<file path="src/rtl/wdt_pkg.sv">
package wdt_pkg;
  localparam int unsigned IDX_W = 10;

  localparam logic [IDX_W-1:0] W_RELOAD   = 10'h000;
  localparam logic [IDX_W-1:0] W_COUNT    = 10'h001;
  localparam logic [IDX_W-1:0] W_CTRL     = 10'h002;
  localparam logic [IDX_W-1:0] W_CLEAR    = 10'h003;
  localparam logic [IDX_W-1:0] W_RAW      = 10'h004;
  localparam logic [IDX_W-1:0] W_MASKED   = 10'h005;
  localparam logic [IDX_W-1:0] W_LOCK     = 10'h300;
  localparam logic [IDX_W-1:0] W_TEST_EN  = 10'h3C0;
  localparam logic [IDX_W-1:0] W_TEST_OUT = 10'h3C1;
  localparam logic [IDX_W-1:0] W_ID_FIRST = 10'h3F4;

  localparam int unsigned ID_WORDS = 12;
  localparam int unsigned ID_SLOTS = 16;

  localparam logic [31:0] UNLOCK_KEY = 32'h1ACCE551;

  typedef struct packed {
    logic rst_en;
    logic irq_en;
  } wdt_ctrl_t;
endpackage

</file>
<file path="src/rtl/wdt_regbank.sv">
module wdt_regbank
  import wdt_pkg::*;
#(
  parameter int unsigned DATA_W     = 32,
  parameter int unsigned ADDR_W     = 12,
  parameter bit          WRITE_ONCE = 1'b0,
  parameter logic [7:0]  ID_SEED    = 8'h3A
) (
  input  logic              clk,
  input  logic              rst,
  input  logic              psel,
  input  logic              penable,
  input  logic              pwrite,
  input  logic [ADDR_W-1:0] paddr,
  input  logic [DATA_W-1:0] pwdata,
  output logic [DATA_W-1:0] prdata,
  input  logic [DATA_W-1:0] count,
  input  logic              ris,
  output logic              load_wr,
  output logic              clear_wr,
  output logic [DATA_W-1:0] reload_val,
  output wdt_ctrl_t         ctrl,
  output logic              test_en,
  output logic [1:0]        test_out
);
  localparam int unsigned WIDX_W = ADDR_W - 2;

  logic [WIDX_W-1:0] widx;
  logic              aligned;
  logic              wr_en;
  logic              wr_open;
  logic              rd_setup;
  logic              locked;
  logic [DATA_W-1:0] load_val;
  logic [DATA_W-1:0] rd_mux;
  logic [3:0]        id_idx;
  logic [DATA_W-1:0] id_word [ID_SLOTS];

  assign widx     = paddr[ADDR_W-1:2];
  assign aligned  = (paddr[1:0] == 2'b00);
  assign wr_en    = psel && penable && pwrite && aligned;
  assign wr_open  = wr_en && !locked;
  assign rd_setup = psel && !penable && !pwrite;

  assign load_wr    = wr_open && (widx == WIDX_W'(W_RELOAD));
  assign clear_wr   = wr_open && (widx == WIDX_W'(W_CLEAR));
  assign reload_val = load_wr ? pwdata : load_val;

  genvar g;
  generate
    for (g = 0; g < ID_SLOTS; g++) begin : g_id
      if (g < ID_WORDS) begin : g_used
        assign id_word[g] = {{(DATA_W-8){1'b0}}, 8'(ID_SEED + 8'(g * 17))};
      end else begin : g_spare
        assign id_word[g] = '0;
      end
    end
  endgenerate

  assign id_idx = 4'(widx - WIDX_W'(W_ID_FIRST));

  always_comb begin
    rd_mux = '0;
    if (aligned) begin
      if (widx >= WIDX_W'(W_ID_FIRST)) begin
        rd_mux = id_word[id_idx];
      end else begin
        case (widx)
          WIDX_W'(W_RELOAD):  rd_mux = load_val;
          WIDX_W'(W_COUNT):   rd_mux = count;
          WIDX_W'(W_CTRL):    rd_mux = DATA_W'({ctrl.rst_en, ctrl.irq_en});
          WIDX_W'(W_RAW):     rd_mux = DATA_W'(ris);
          WIDX_W'(W_MASKED):  rd_mux = DATA_W'(ris && ctrl.irq_en);
          WIDX_W'(W_LOCK):    rd_mux = DATA_W'(locked);
          WIDX_W'(W_TEST_EN): rd_mux = WRITE_ONCE ? '0 : DATA_W'(test_en);
          default:            rd_mux = '0;
        endcase
      end
    end
  end

  always_ff @(posedge clk) begin
    if (rst) begin
      load_val <= '1;
      ctrl     <= '0;
      locked   <= 1'b0;
      test_en  <= 1'b0;
      test_out <= 2'b00;
      prdata   <= '0;
    end else begin
      if (wr_en && (widx == WIDX_W'(W_LOCK))) begin
        locked <= (pwdata != DATA_W'(UNLOCK_KEY));
      end
      if (wr_open) begin
        case (widx)
          WIDX_W'(W_RELOAD): load_val <= pwdata;
          WIDX_W'(W_CTRL): begin
            if (!(WRITE_ONCE && ctrl.irq_en)) begin
              ctrl.irq_en <= pwdata[0];
              ctrl.rst_en <= pwdata[1];
            end
          end
          WIDX_W'(W_TEST_EN):  if (!WRITE_ONCE) test_en <= pwdata[0];
          WIDX_W'(W_TEST_OUT): if (!WRITE_ONCE) test_out <= pwdata[1:0];
          default: ;
        endcase
      end
      if (rd_setup) begin
        prdata <= rd_mux;
      end
    end
  end

  // a locked block keeps its settings through non-key writes
  a_r7_locked_write_ignored: assert property (@(posedge clk) disable iff (rst)
    (locked && wr_en && (widx != WIDX_W'(W_LOCK))) |=>
      ($stable(ctrl) && $stable(load_val) && $stable(test_en) && $stable(test_out)));

  generate
    if (WRITE_ONCE) begin : g_once_chk
      // once the interrupt enable is set it never drops before reset
      a_r9_ctrl_frozen: assert property (@(posedge clk) disable iff (rst)
        ctrl.irq_en |=> (ctrl.irq_en && $stable(ctrl)));
      // test mode never switches on in this variant
      a_r9_no_test_mode: assert property (@(posedge clk) disable iff (rst)
        !test_en);
    end
  endgenerate
endmodule

</file>
<file path="src/rtl/wdt_down_counter.sv">
module wdt_down_counter #(
  parameter int unsigned DATA_W = 32
) (
  input  logic              clk,
  input  logic              rst,
  input  logic              tick_en,
  input  logic              load_wr,
  input  logic              clear_wr,
  input  logic [DATA_W-1:0] reload_val,
  output logic [DATA_W-1:0] count,
  output logic              ris,
  output logic              rst_stat
);
  logic running;
  logic expire;
  logic step;

  assign expire = (count == '0) || (count == DATA_W'(1));
  assign step   = tick_en && running;

  always_ff @(posedge clk) begin
    if (rst) begin
      count    <= '1;
      running  <= 1'b1;
      ris      <= 1'b0;
      rst_stat <= 1'b0;
    end else if (load_wr || clear_wr) begin
      count <= reload_val;
      if (load_wr)  running <= 1'b1;
      if (clear_wr) ris     <= 1'b0;
    end else if (step) begin
      if (expire) begin
        count <= reload_val;
        if (ris) begin
          rst_stat <= 1'b1;
          running  <= 1'b0;
        end else begin
          ris <= 1'b1;
        end
      end else begin
        count <= count - DATA_W'(1);
      end
    end
  end

  // first expiry raises the raw interrupt
  a_r3_first_expiry: assert property (@(posedge clk) disable iff (rst)
    (step && expire && !ris && !load_wr && !clear_wr) |=> ris);
  // a halted counter holds its value until a reload
  a_r4_halted_holds: assert property (@(posedge clk) disable iff (rst)
    (!running && !load_wr && !clear_wr) |=> $stable(count));
  // reset status, once latched, stays latched
  a_r4_status_sticky: assert property (@(posedge clk) disable iff (rst)
    rst_stat |=> rst_stat);
  // clear drops the raw interrupt
  a_r5_clear: assert property (@(posedge clk) disable iff (rst)
    clear_wr |=> !ris);
endmodule

</file>
<file path="src/rtl/wdt_out_stage.sv">
module wdt_out_stage
  import wdt_pkg::*;
(
  input  logic       clk,
  input  logic       rst,
  input  wdt_ctrl_t  ctrl,
  input  logic       ris,
  input  logic       rst_stat,
  input  logic       test_en,
  input  logic [1:0] test_out,
  output logic       irq_o,
  output logic       rst_req_o
);
  always_ff @(posedge clk) begin
    if (rst) begin
      irq_o     <= 1'b0;
      rst_req_o <= 1'b0;
    end else if (test_en) begin
      irq_o     <= test_out[1];
      rst_req_o <= test_out[0];
    end else begin
      irq_o     <= ris && ctrl.irq_en;
      rst_req_o <= rst_stat && ctrl.rst_en;
    end
  end

  // a disabled interrupt never reaches the pin in normal mode
  a_r6_irq_masked: assert property (@(posedge clk) disable iff (rst)
    (!test_en && !ctrl.irq_en) |=> !irq_o);
  // the reset pin needs latched status in normal mode
  a_r6_rst_needs_status: assert property (@(posedge clk) disable iff (rst)
    (!test_en && !rst_stat) |=> !rst_req_o);
  // test mode drives the pins from the test-output bits
  a_r8_test_drive: assert property (@(posedge clk) disable iff (rst)
    test_en |=> ((irq_o == $past(test_out[1])) && (rst_req_o == $past(test_out[0]))));
endmodule

</file>
<file path="src/rtl/apb_watchdog.sv">
module apb_watchdog
  import wdt_pkg::*;
#(
  parameter int unsigned DATA_W     = 32,
  parameter int unsigned ADDR_W     = 12,
  parameter bit          WRITE_ONCE = 1'b0,
  parameter logic [7:0]  ID_SEED    = 8'h3A
) (
  input  logic              clk,
  input  logic              rst,
  input  logic              tick_en,
  input  logic              psel,
  input  logic              penable,
  input  logic              pwrite,
  input  logic [ADDR_W-1:0] paddr,
  input  logic [DATA_W-1:0] pwdata,
  output logic [DATA_W-1:0] prdata,
  output logic              pready,
  output logic              pslverr,
  output logic              irq_o,
  output logic              rst_req_o
);
  logic [DATA_W-1:0] count;
  logic [DATA_W-1:0] reload_val;
  logic              ris;
  logic              rst_stat;
  logic              load_wr;
  logic              clear_wr;
  wdt_ctrl_t         ctrl;
  logic              test_en;
  logic [1:0]        test_out;

  assign pready  = 1'b1;
  assign pslverr = 1'b0;

  wdt_regbank #(
    .DATA_W(DATA_W), .ADDR_W(ADDR_W), .WRITE_ONCE(WRITE_ONCE), .ID_SEED(ID_SEED)
  ) u_regs (
    .clk(clk), .rst(rst), .psel(psel), .penable(penable), .pwrite(pwrite),
    .paddr(paddr), .pwdata(pwdata), .prdata(prdata), .count(count), .ris(ris),
    .load_wr(load_wr), .clear_wr(clear_wr), .reload_val(reload_val),
    .ctrl(ctrl), .test_en(test_en), .test_out(test_out)
  );

  wdt_down_counter #(.DATA_W(DATA_W)) u_cnt (
    .clk(clk), .rst(rst), .tick_en(tick_en), .load_wr(load_wr),
    .clear_wr(clear_wr), .reload_val(reload_val), .count(count),
    .ris(ris), .rst_stat(rst_stat)
  );

  wdt_out_stage u_out (
    .clk(clk), .rst(rst), .ctrl(ctrl), .ris(ris), .rst_stat(rst_stat),
    .test_en(test_en), .test_out(test_out), .irq_o(irq_o), .rst_req_o(rst_req_o)
  );
endmodule

</file>
<file path="config.mk">
export PLATFORM = sky130hd
export DESIGN_NAME = apb_watchdog
export DESIGN_NICKNAME = d
export VERILOG_FILES = /design/src/rtl/wdt_pkg.sv /design/src/rtl/wdt_regbank.sv /design/src/rtl/wdt_down_counter.sv /design/src/rtl/wdt_out_stage.sv /design/src/rtl/apb_watchdog.sv
export SDC_FILE = /design/constraint.sdc
export NUM_CORES = 1
export LEC_CHECK = 0
export CAP_MARGIN = 30
export CORE_AREA = 2 2 118 86
export CTS_CLUSTER_DIAMETER = 40
export CTS_CLUSTER_SIZE = 10
export DETAILED_ROUTE_END_ITERATION = 10
export DIE_AREA = 0 0 120 88
export DONT_BUFFER_PORTS = 1
export GPL_TIMING_DRIVEN = 0
export PLACE_DENSITY = 0.82
export SLEW_MARGIN = 30
export SYNTH_ARGS = -nofsm -noshare
export SYNTH_HDL_FRONTEND = slang
export SYNTH_SLANG_ARGS = --single-unit
</file>
<file path="constraint.sdc">
create_clock -name clk -period 3.5 [get_ports clk]
set_clock_uncertainty 0.1 [all_clocks]
set_input_delay 0.35 -clock clk [delete_from_list [all_inputs] [get_ports clk]]
set_output_delay 0.35 -clock clk [all_outputs]
set_load 0.03 [all_outputs]
</file>
==> results of run 1 <==
## registers in the layout (all words and copies together) (netlist names)
register         cells
u_cnt.count         32
u_cnt.ris            1
u_cnt.rst_stat       1
u_cnt.running        1
u_out.irq_o          1
u_out.rst_req_o      1
u_regs.ctrl          2
u_regs.load_val     32
u_regs.locked        1
u_regs.prdata       32
u_regs.test_en       1
u_regs.test_out      2
## final cells by class
cell class	instances	area [um2]	area share [%]
plain buffers	45	256	4.02
clock buffers	13	260	4.08
clock inverters	3	46.3	0.726
inverters	16	60.1	0.942
multi-input cells	544	3450	54.1
flip-flops and latches	107	2140	33.6
well taps	128	160	2.51
## placed cells by master (no fill, tap or decap), types with 21 or more instances in the layout
cell type / netlist / final
dfxtp_1: 107 / 107
nor2_1: 84 / 84
nand2_1: 76 / 76
a21oi_1: 33 / 33
a22oi_1: 30 / 30
nor3_1: 29 / 29
clkbuf_1: 24 / 26
mux2i_1: 24 / 24
nand3_1: 24 / 24
a22o_1: 24 / 24
nor4_1: 25 / 21
## power by group through the flow
stage | clock network (mW) | logic, mW | registers [mW]
3_3_place_gp | 0 | 0.136 | 1.25
3_5_place_dp | 0 | 0.139 | 1.25
2_1_floorplan | 0 | 0.0959 | 1.25
6_report | 1.05 | 0.146 | 1.22
5_1_grt | 1.10 | 0.154 | 1.22
4_1_cts | 1.06 | 0.140 | 1.22
## path summary, 6_finish.rpt
path / to / depth (start not counted) / from
worst max-delay path: u_cnt.count[22] / 8 / paddr[4]
worst min-delay path: u_regs.load_val[27] / 2 / pwdata[27]
worst max register to register: u_cnt.count[1] / 8 / u_cnt.count[6]
worst min register to register: u_cnt.rst_stat / 2 / u_cnt.rst_stat
## cell families after synthesis
group / after synthesis / synth area share, %
and+or+nand+nor: 327 / 29.2
AOI/OAI and AO/OA: 172 / 20.9
DFF: 107 / 36.4
buffers and inverters: 61 / 5.39
muxes: 27 / 4.66
adders and majority gates: 15 / 3.19
other: 2 / 0.128
xor gates and xnor gates: 1 / 0.149
## metal layers
| layer | share of wire (%) | track usage [%] | wire (um) |
|---|---|---|---|
| met5 | 0 | 0 | 0 |
| met4 | 3.2 | 15.0 | 634 |
| met3 | 11 | 7.94 | 2260 |
| met2 | 42 | 55.5 | 8330 |
| met1 | 44 | 54.8 | 8820 |
## metrics by stage
step | power (mW) | cells | hold slack (ns) | setup WS [ns] | util (%)
2_1_floorplan | 1.35 | 712 | 0.326 | 0.927 | -
5_1_grt | 2.47 | 856 | 0.0610 | 0.213 | 67.6
6_report | 2.42 | 856 | 0.0505 | 0.281 | 67.6
3_3_place_gp | 1.39 | 840 | 0.343 | 0.149 | 64.1
3_5_place_dp | 1.39 | 840 | 0.364 | 0.145 | 64.3
4_1_cts | 2.42 | 856 | 0.0469 | 0.495 | 67.5
==> impl_metrics.yaml, run 1 <==
global_routing:
  gr-total-overflow: 0
  grt_max_degree: 17
  antenna_found_initial: 0
  grt_first_pass_wirelength_mm: 30.2
  gr-usage-all-layers_pct: 37.9
  grt_pass1_vias: 5483
power_and_ir_drop:
  seqPwrFrac_pct: 50.5
  switching_share_pct: 23.2
  clockPowerShare_pct: 43.5
  p_per_area_nw_per_um2: 380
  cellLeakagePower_nw: 2.30
  p_sw_mw: 0.562
  p_int_mw: 1.86
  max-vdd-ir-drop_uv: 267
  combPwrFrac_pct: 6.0
route:
  routed_wl_mm: 20.1
  via_per_inst: 6.95
  first_pass_iters: 6
  drt_iter0_markers: 721
  drt-wirelength-per-cell_um: 23.4
  final_antenna_net_count: 0
  drc: 0
  num_vias: 5945
worst_setup_path:
  cp_top_family: "simple AND/OR/NAND/NOR gates"
  crit_chain: "inv_1 > ha_1 > or3b_2 > nor3_1 > a21oi_1 > nor3_1 > and4_1 > a211oi_1"
  cp_num_buf_inv: 1
  reg2reg_slack_ns: 0.41
  required_ns: 3.63
  cp_max_fo: 10
  cpMaxStageDelayCell: "nor3_1"
  critPathCaptureType: "flop"
  startpoint_type: "input port"
  path_class: "input port to flop"
  cpPeakStageDelay_ns: 0.77
  cp_common_cell: "nor3_1"
  worst_ep_arrival_time_ns: 3.35
yosys:
  postSynthCellCount: 712
  netlist_area_um2: 5880
  post_synth.cell_area_avg_um2: 8.25
  ys_ff_latch: 107
  ys_warn_count: 0
  seq_area_frac_synth_pct: 36.4
  ys_top_cells_by_count: "dfxtp_1 (107), nor2_1 (84), nand2_1 (76)"
  synth_ff_type: "dfxtp_1"
  synth.most_common_cell: "dfxtp_1"
  yosys.area.top_type: "dfxtp_1"
  synthTopCellsByArea: "dfxtp_1 (36%), nor2_1 (5.4%), nand2_1 (4.9%)"
  async_flop_share_pct: 0
  synthDistinctLibCells: 73
  synth_top_area_share_pct: 36.4
  synth.net_count: 777
  synth_edf_count: 0
placement:
  place.gp.congestion: 0.976
  dp_hpwl_mm: 15.0
  port_buffers: 0
  postPlaceCellArea_um2: 6050
final_layout:
  drive_above_1_share_pct: 9.34
  nFillCells: 787
  fin_area_um2: 6370
  n_antenna_cell: 0
  syn_to_final_growth_pct: 8.45
  fin_nets: 788
timing:
  layout_min_cycle_time_ns: 3.22
  tns_ns: 0
  final-hold-violation-count: 0
  slew_violations: 0
  rsz0062_at_grt: "no"
  finalSetupViolCount: 0
  slew_headroom_pct: 38.6
  worstMarginPinSlew_ns: 0.912
  fmax_mhz: 311
  post-route-period-util_pct: 92.0
run_status:
  status: "finished, final reports clean"
floorplanning:
  fp.coreArea_um2: 9420
  die_y_um: 88
  die_w_um: 120
  start_util_pct: 62.4
  pin_count: 86
  dieArea_um2: 10600
  fp-row-count: 30
clock_network:
  clk_pin_slew_ns: 0.07
  insertion_delay_ns: 0.35
  cts_resized: 0
  postCtsHoldBufs: 0
  clock-sinks: 107
  h-tree-depth: 3
  cts_buffers: 9
  tritoncts: "built"
  post-cts-setup-buffer-count: 0
  cts_root_buf: "clkbuf_16"
  clock_path_buffers: 2
min_path:
  hp-class: "input port to flop"
job:
  drv_cap: 0
Note: power is estimated with default switching activity, not from simulation.
==> run 2: changes to the inputs <==
==> constraint.sdc (replaced) <==
create_clock -name clk -period 3.2 [get_ports clk]
set_clock_uncertainty 0.1 [all_clocks]
set_input_delay 0.32 -clock clk [delete_from_list [all_inputs] [get_ports clk]]
set_output_delay 0.32 -clock clk [all_outputs]
set_load 0.03 [all_outputs]
==> impl_metrics.yaml, run 2 (synthesis results as in run 1) <==
clock_network:
  clock-sinks: 107
  cts_buffers: 9
  postCtsHoldBufs: 0
  insertion_delay_ns: 0.36
  clk_pin_slew_ns: 0.07
  cts_root_buf: "clkbuf_16"
  clock_path_buffers: 2
  tritoncts: "built"
  h-tree-depth: 3
final_layout:
  final_common_cell: "dfxtp_1"
  n_antenna_cell: 0
  drive_above_1_share_pct: 9.48
  mostFrequentLayoutCells: "dfxtp_1 (107), nor2_1 (84), nand2_1 (76)"
  top_regs: "u_cnt.count x32, u_regs.load_val x32, u_regs.prdata x32"
  syn_to_final_growth_pct: 8.54
  fin_cells: 856
  fin_nets: 788
  nFillCells: 788
floorplanning:
  die_y_um: 88
  pin_count: 86
  fp-row-count: 30
  start_util_pct: 62.4
  fp.coreArea_um2: 9420
  die_w_um: 120
  dieArea_um2: 10600
job:
  drv_cap: 0
power_and_ir_drop:
  cellLeakagePower_nw: 2.30
  p_per_area_nw_per_um2: 416
  max-vdd-ir-drop_uv: 297
  totalPowerFinal_mw: 2.65
worst_setup_path:
  required_ns: 3.34
  critPathCaptureType: "flop"
  cpPeakStageDelay_ns: 0.53
  path_class: "flop to flop"
  startpoint_type: "flop"
  cp_max_fo: 10
  cp_common_cell: "buf_6"
  cpMaxStageDelayCell: "or4_4"
  cp_top_family: "simple AND/OR/NAND/NOR gates"
  crit_chain: "buf_6 > or4_4 > buf_6 > nor4_1 > nand3_1 > nand2_2 > o21ai_0 > a221o_1"
  worst_ep_arrival_time_ns: 3.18
  cp_num_buf_inv: 2
timing:
  fmax_mhz: 329
  final-hold-violation-count: 0
  post-route-period-util_pct: 95.1
  layout_min_cycle_time_ns: 3.04
  tns_ns: 0
  slew_headroom_pct: 38.8
  finalSetupViolCount: 0
  rsz0062_at_grt: "no"
  slew_violations: 0
  worstMarginPinSlew_ns: 0.909
route:
  final_antenna_net_count: 0
  drt-wirelength-per-cell_um: 23.3
  first_pass_iters: 5
  routed_wl_mm: 20.0
  drc: 0
  via_per_inst: 6.97
  num_vias: 5964
  drt_iter0_markers: 657
placement:
  dp_hpwl_mm: 15.0
  port_buffers: 0
  place.gp.congestion: 0.976
  dp_cells: 840
run_status:
  status: "finished, final reports clean"
global_routing:
  grt_pass1_vias: 5483
  gr-total-overflow: 0
  grt_max_degree: 17
  gr-usage-all-layers_pct: 37.9
  grt_first_pass_wirelength_mm: 30.2
  antenna_found_initial: 0
min_path:
  hp-class: "input port to flop"
==> run 2: cell counts in the layout (fill, tap and decap cells not counted) <==
No cell type changed its count.
==> run 2: repair_timing <==
action,4_1_cts,5_1_grt
gates resized for setup,0,1
setup buffers,0,0
endpoints found under the setup margin,0,3
==> run 2: final timing paths <==
path              cells after the start  slack [ns]           start                  end
hold reg to reg                       2        0.38  u_cnt.rst_stat       u_cnt.rst_stat
setup reg to reg                      8        0.16  u_cnt.count[6]      u_cnt.count[25]
hold / removal                        2        0.02      pwdata[27]  u_regs.load_val[27]
setup / recovery                      8        0.16  u_cnt.count[6]      u_cnt.count[25]
==> run 2: area by class of cell <==
cell class | instances | area [um2] | share of cell area, %
buffer | 45 | 256 | 4.02
inverter | 16 | 60.1 | 0.942
clock buffer | 13 | 260 | 4.08
sequential | 107 | 2140 | 33.6
multi-input combinational | 544 | 3450 | 54.1
clock inverter | 3 | 46.3 | 0.726
tap | 128 | 160 | 2.51
==> run 2: where the power goes <==
part,switching (mW),internal (mW)
registers,0.00357,1.33
logic,0.113,0.0464
clock network,0.502,0.652
==> run 2: worst reg2reg max path, stage by stage, from the launching register on <==
cell and delay [ns]:
dfxtp_1 0.31, buf_6 0.13, or4_4 0.53, buf_6 0.15
nor4_1 0.42, nand3_1 0.42, nand2_2 0.40, o21ai_0 0.15
a221o_1 0.33
==> run 2: metrics by stage <==
step                      hold slack [ns]  worst slack (ns)  utilization [%]  cell area [um2]
after floorplan                     0.326             0.657                -             5880
after global placement              0.343            -0.121             64.1             6040
after detailed placement            0.364            -0.125             64.3             6050
after CTS                          0.0169             0.225             67.5             6360
after global routing               0.0310            0.0942             67.7             6380
final                              0.0202             0.158             67.7             6380
==> run 2: per-layer routing <==
layer / track usage (%) / share of wire (%) / vias to the layer above / wire [um]
li1: - / - / 2664 / -
met1: 54.8 / 44 / 2876 / 8840
met2: 55.5 / 41 / 371 / 8230
met3: 7.94 / 11 / 53 / 2240
met4: 15.0 / 3.4 / 0 / 677
met5: 0 / 0 / - / 0
==> run 3: changes to the inputs <==
--- a/config.mk
+++ b/config.mk
@@ -13,6 +13,8 @@
 export DIE_AREA = 0 0 120 88
 export DONT_BUFFER_PORTS = 1
 export GPL_TIMING_DRIVEN = 0
+export HOLD_SLACK_MARGIN = 0.12
+export MAX_ROUTING_LAYER = met4
 export PLACE_DENSITY = 0.82
 export SLEW_MARGIN = 30
 export SYNTH_ARGS = -nofsm -noshare
==> impl_metrics.yaml, run 3 (synthesis results as in run 1) <==
run_status:
  status: "finished, final reports clean"
timing:
  slew_violations: 0
  finalSetupViolCount: 0
  worstMarginPinSlew_ns: 1.00
  slew_headroom_pct: 32.6
  layout_min_cycle_time_ns: 3.04
  rsz0062_at_grt: "no"
  hold_slack_ns: 0.142
  final.setup.worst_slack_ns: 0.161
  post-route-period-util_pct: 95.0
  final-hold-violation-count: 0
  tns_ns: 0
  fmax_mhz: 329
placement:
  postPlaceCellArea_um2: 6050
  dp_hpwl_mm: 14.9
  dp_cells: 840
  place_ws_ns: -0.156
  place.gp.congestion: 0.986
  port_buffers: 0
power_and_ir_drop:
  p_per_area_nw_per_um2: 401
  cellLeakagePower_nw: 2.41
  totalPowerFinal_mw: 2.67
  max-vdd-ir-drop_uv: 350
clock_network:
  insertion_delay_ns: 0.35
  clock-sinks: 107
  clock_path_buffers: 2
  cts_buffers: 9
  clk_pin_slew_ns: 0.07
  h-tree-depth: 3
  cts_root_buf: "clkbuf_16"
  tritoncts: "built"
route:
  first_pass_iters: 5
  final_antenna_net_count: 0
  num_vias: 6045
  drc: 0
  drt-wirelength-per-cell_um: 22.9
  drt_iter0_markers: 624
  via_per_inst: 6.84
  routed_wl_mm: 20.3
worst_setup_path:
  required_ns: 3.33
  path_class: "flop to flop"
  cp_max_fo: 10
  critPathCaptureType: "flop"
  startpoint_type: "flop"
  worst_ep_arrival_time_ns: 3.17
global_routing:
  gr-usage-all-layers_pct: 40.2
  grt_max_degree: 17
  gr-total-overflow: 0
  grt_first_pass_wirelength_mm: 31.2
  antenna_found_initial: 1
  grt_pass1_vias: 5738
floorplanning:
  start_util_pct: 62.4
  dieArea_um2: 10600
  pin_count: 86
  fp.coreArea_um2: 9420
  fp-row-count: 30
  die_w_um: 120
  die_y_um: 88
final_layout:
  syn_to_final_growth_pct: 13.1
  final_common_cell: "dfxtp_1"
  fin_cells: 884
  mostFrequentLayoutCells: "dfxtp_1 (107), nor2_1 (84), nand2_1 (76)"
  drive_above_1_share_pct: 9.01
  fin_nets: 815
  ff_latch_area_um2: 2140
  final_util_pct: 70.5
  multi_input_area_um2: 3450
  top_regs: "u_cnt.count x32, u_regs.load_val x32, u_regs.prdata x32"
  nFillCells: 763
  fin_area_um2: 6650
job:
  drv_cap: 0
min_path:
  hp-class: "input port to flop"
## run 3: power by group
| group | switching [mW] | internal (mW) |
|---|---|---|
| clock | 0.490 | 0.652 |
| sequential | 0.00348 | 1.33 |
| combinational | 0.121 | 0.0678 |
| total | 0.615 | 2.05 |
## run 3: final cells by class
type,instances,area share (%)
inverters,16,0.904
clock inverters,3,0.697
diodes,1,0.0377
repair buffers,27,4.07
well taps,128,2.41
plain buffers,45,3.86
clock buffers,13,3.92
multi-input cells,544,51.9
flip-flops and latches,107,32.2
## run 3: per-layer routing
| metal | track usage [%] | up-vias | routed length [um] | share of wire (%) |
|---|---|---|---|---|
| met5 | - | - | 0 | 0 |
| li1 | - | 2723 | - | - |
| met1 | 53.8 | 2885 | 8800 | 43 |
| met4 | 16.1 | 0 | 647 | 3.2 |
| met2 | 57.9 | 378 | 8430 | 42 |
| met3 | 10.5 | 59 | 2380 | 12 |
## run 3: repair_timing
item,in CTS,in global routing
endpoints found under the setup margin,0,4
resized for setup,0,1
hold buffers,27,0
endpoints found under the hold margin,36,0
buffers inserted,0,0
## run 3: final timing paths
kind,start,to,slack [ns],depth (start not counted)
setup / recovery,u_cnt.count[6],u_cnt.count[25],0.16,8
hold / removal,pwdata[8],u_regs.load_val[8],0.14,2
setup reg to reg,u_cnt.count[6],u_cnt.count[25],0.16,8
hold reg to reg,u_cnt.rst_stat,u_cnt.rst_stat,0.38,2
## run 3: worst max-delay path, stage by stage, from the launching register on
cell     delay (ns)
dfxtp_1        0.32
buf_6          0.13
or4_4          0.53
buf_6          0.15
nor4_1         0.40
nand3_1        0.41
nand2_2        0.40
o21ai_0        0.15
a221o_1        0.33
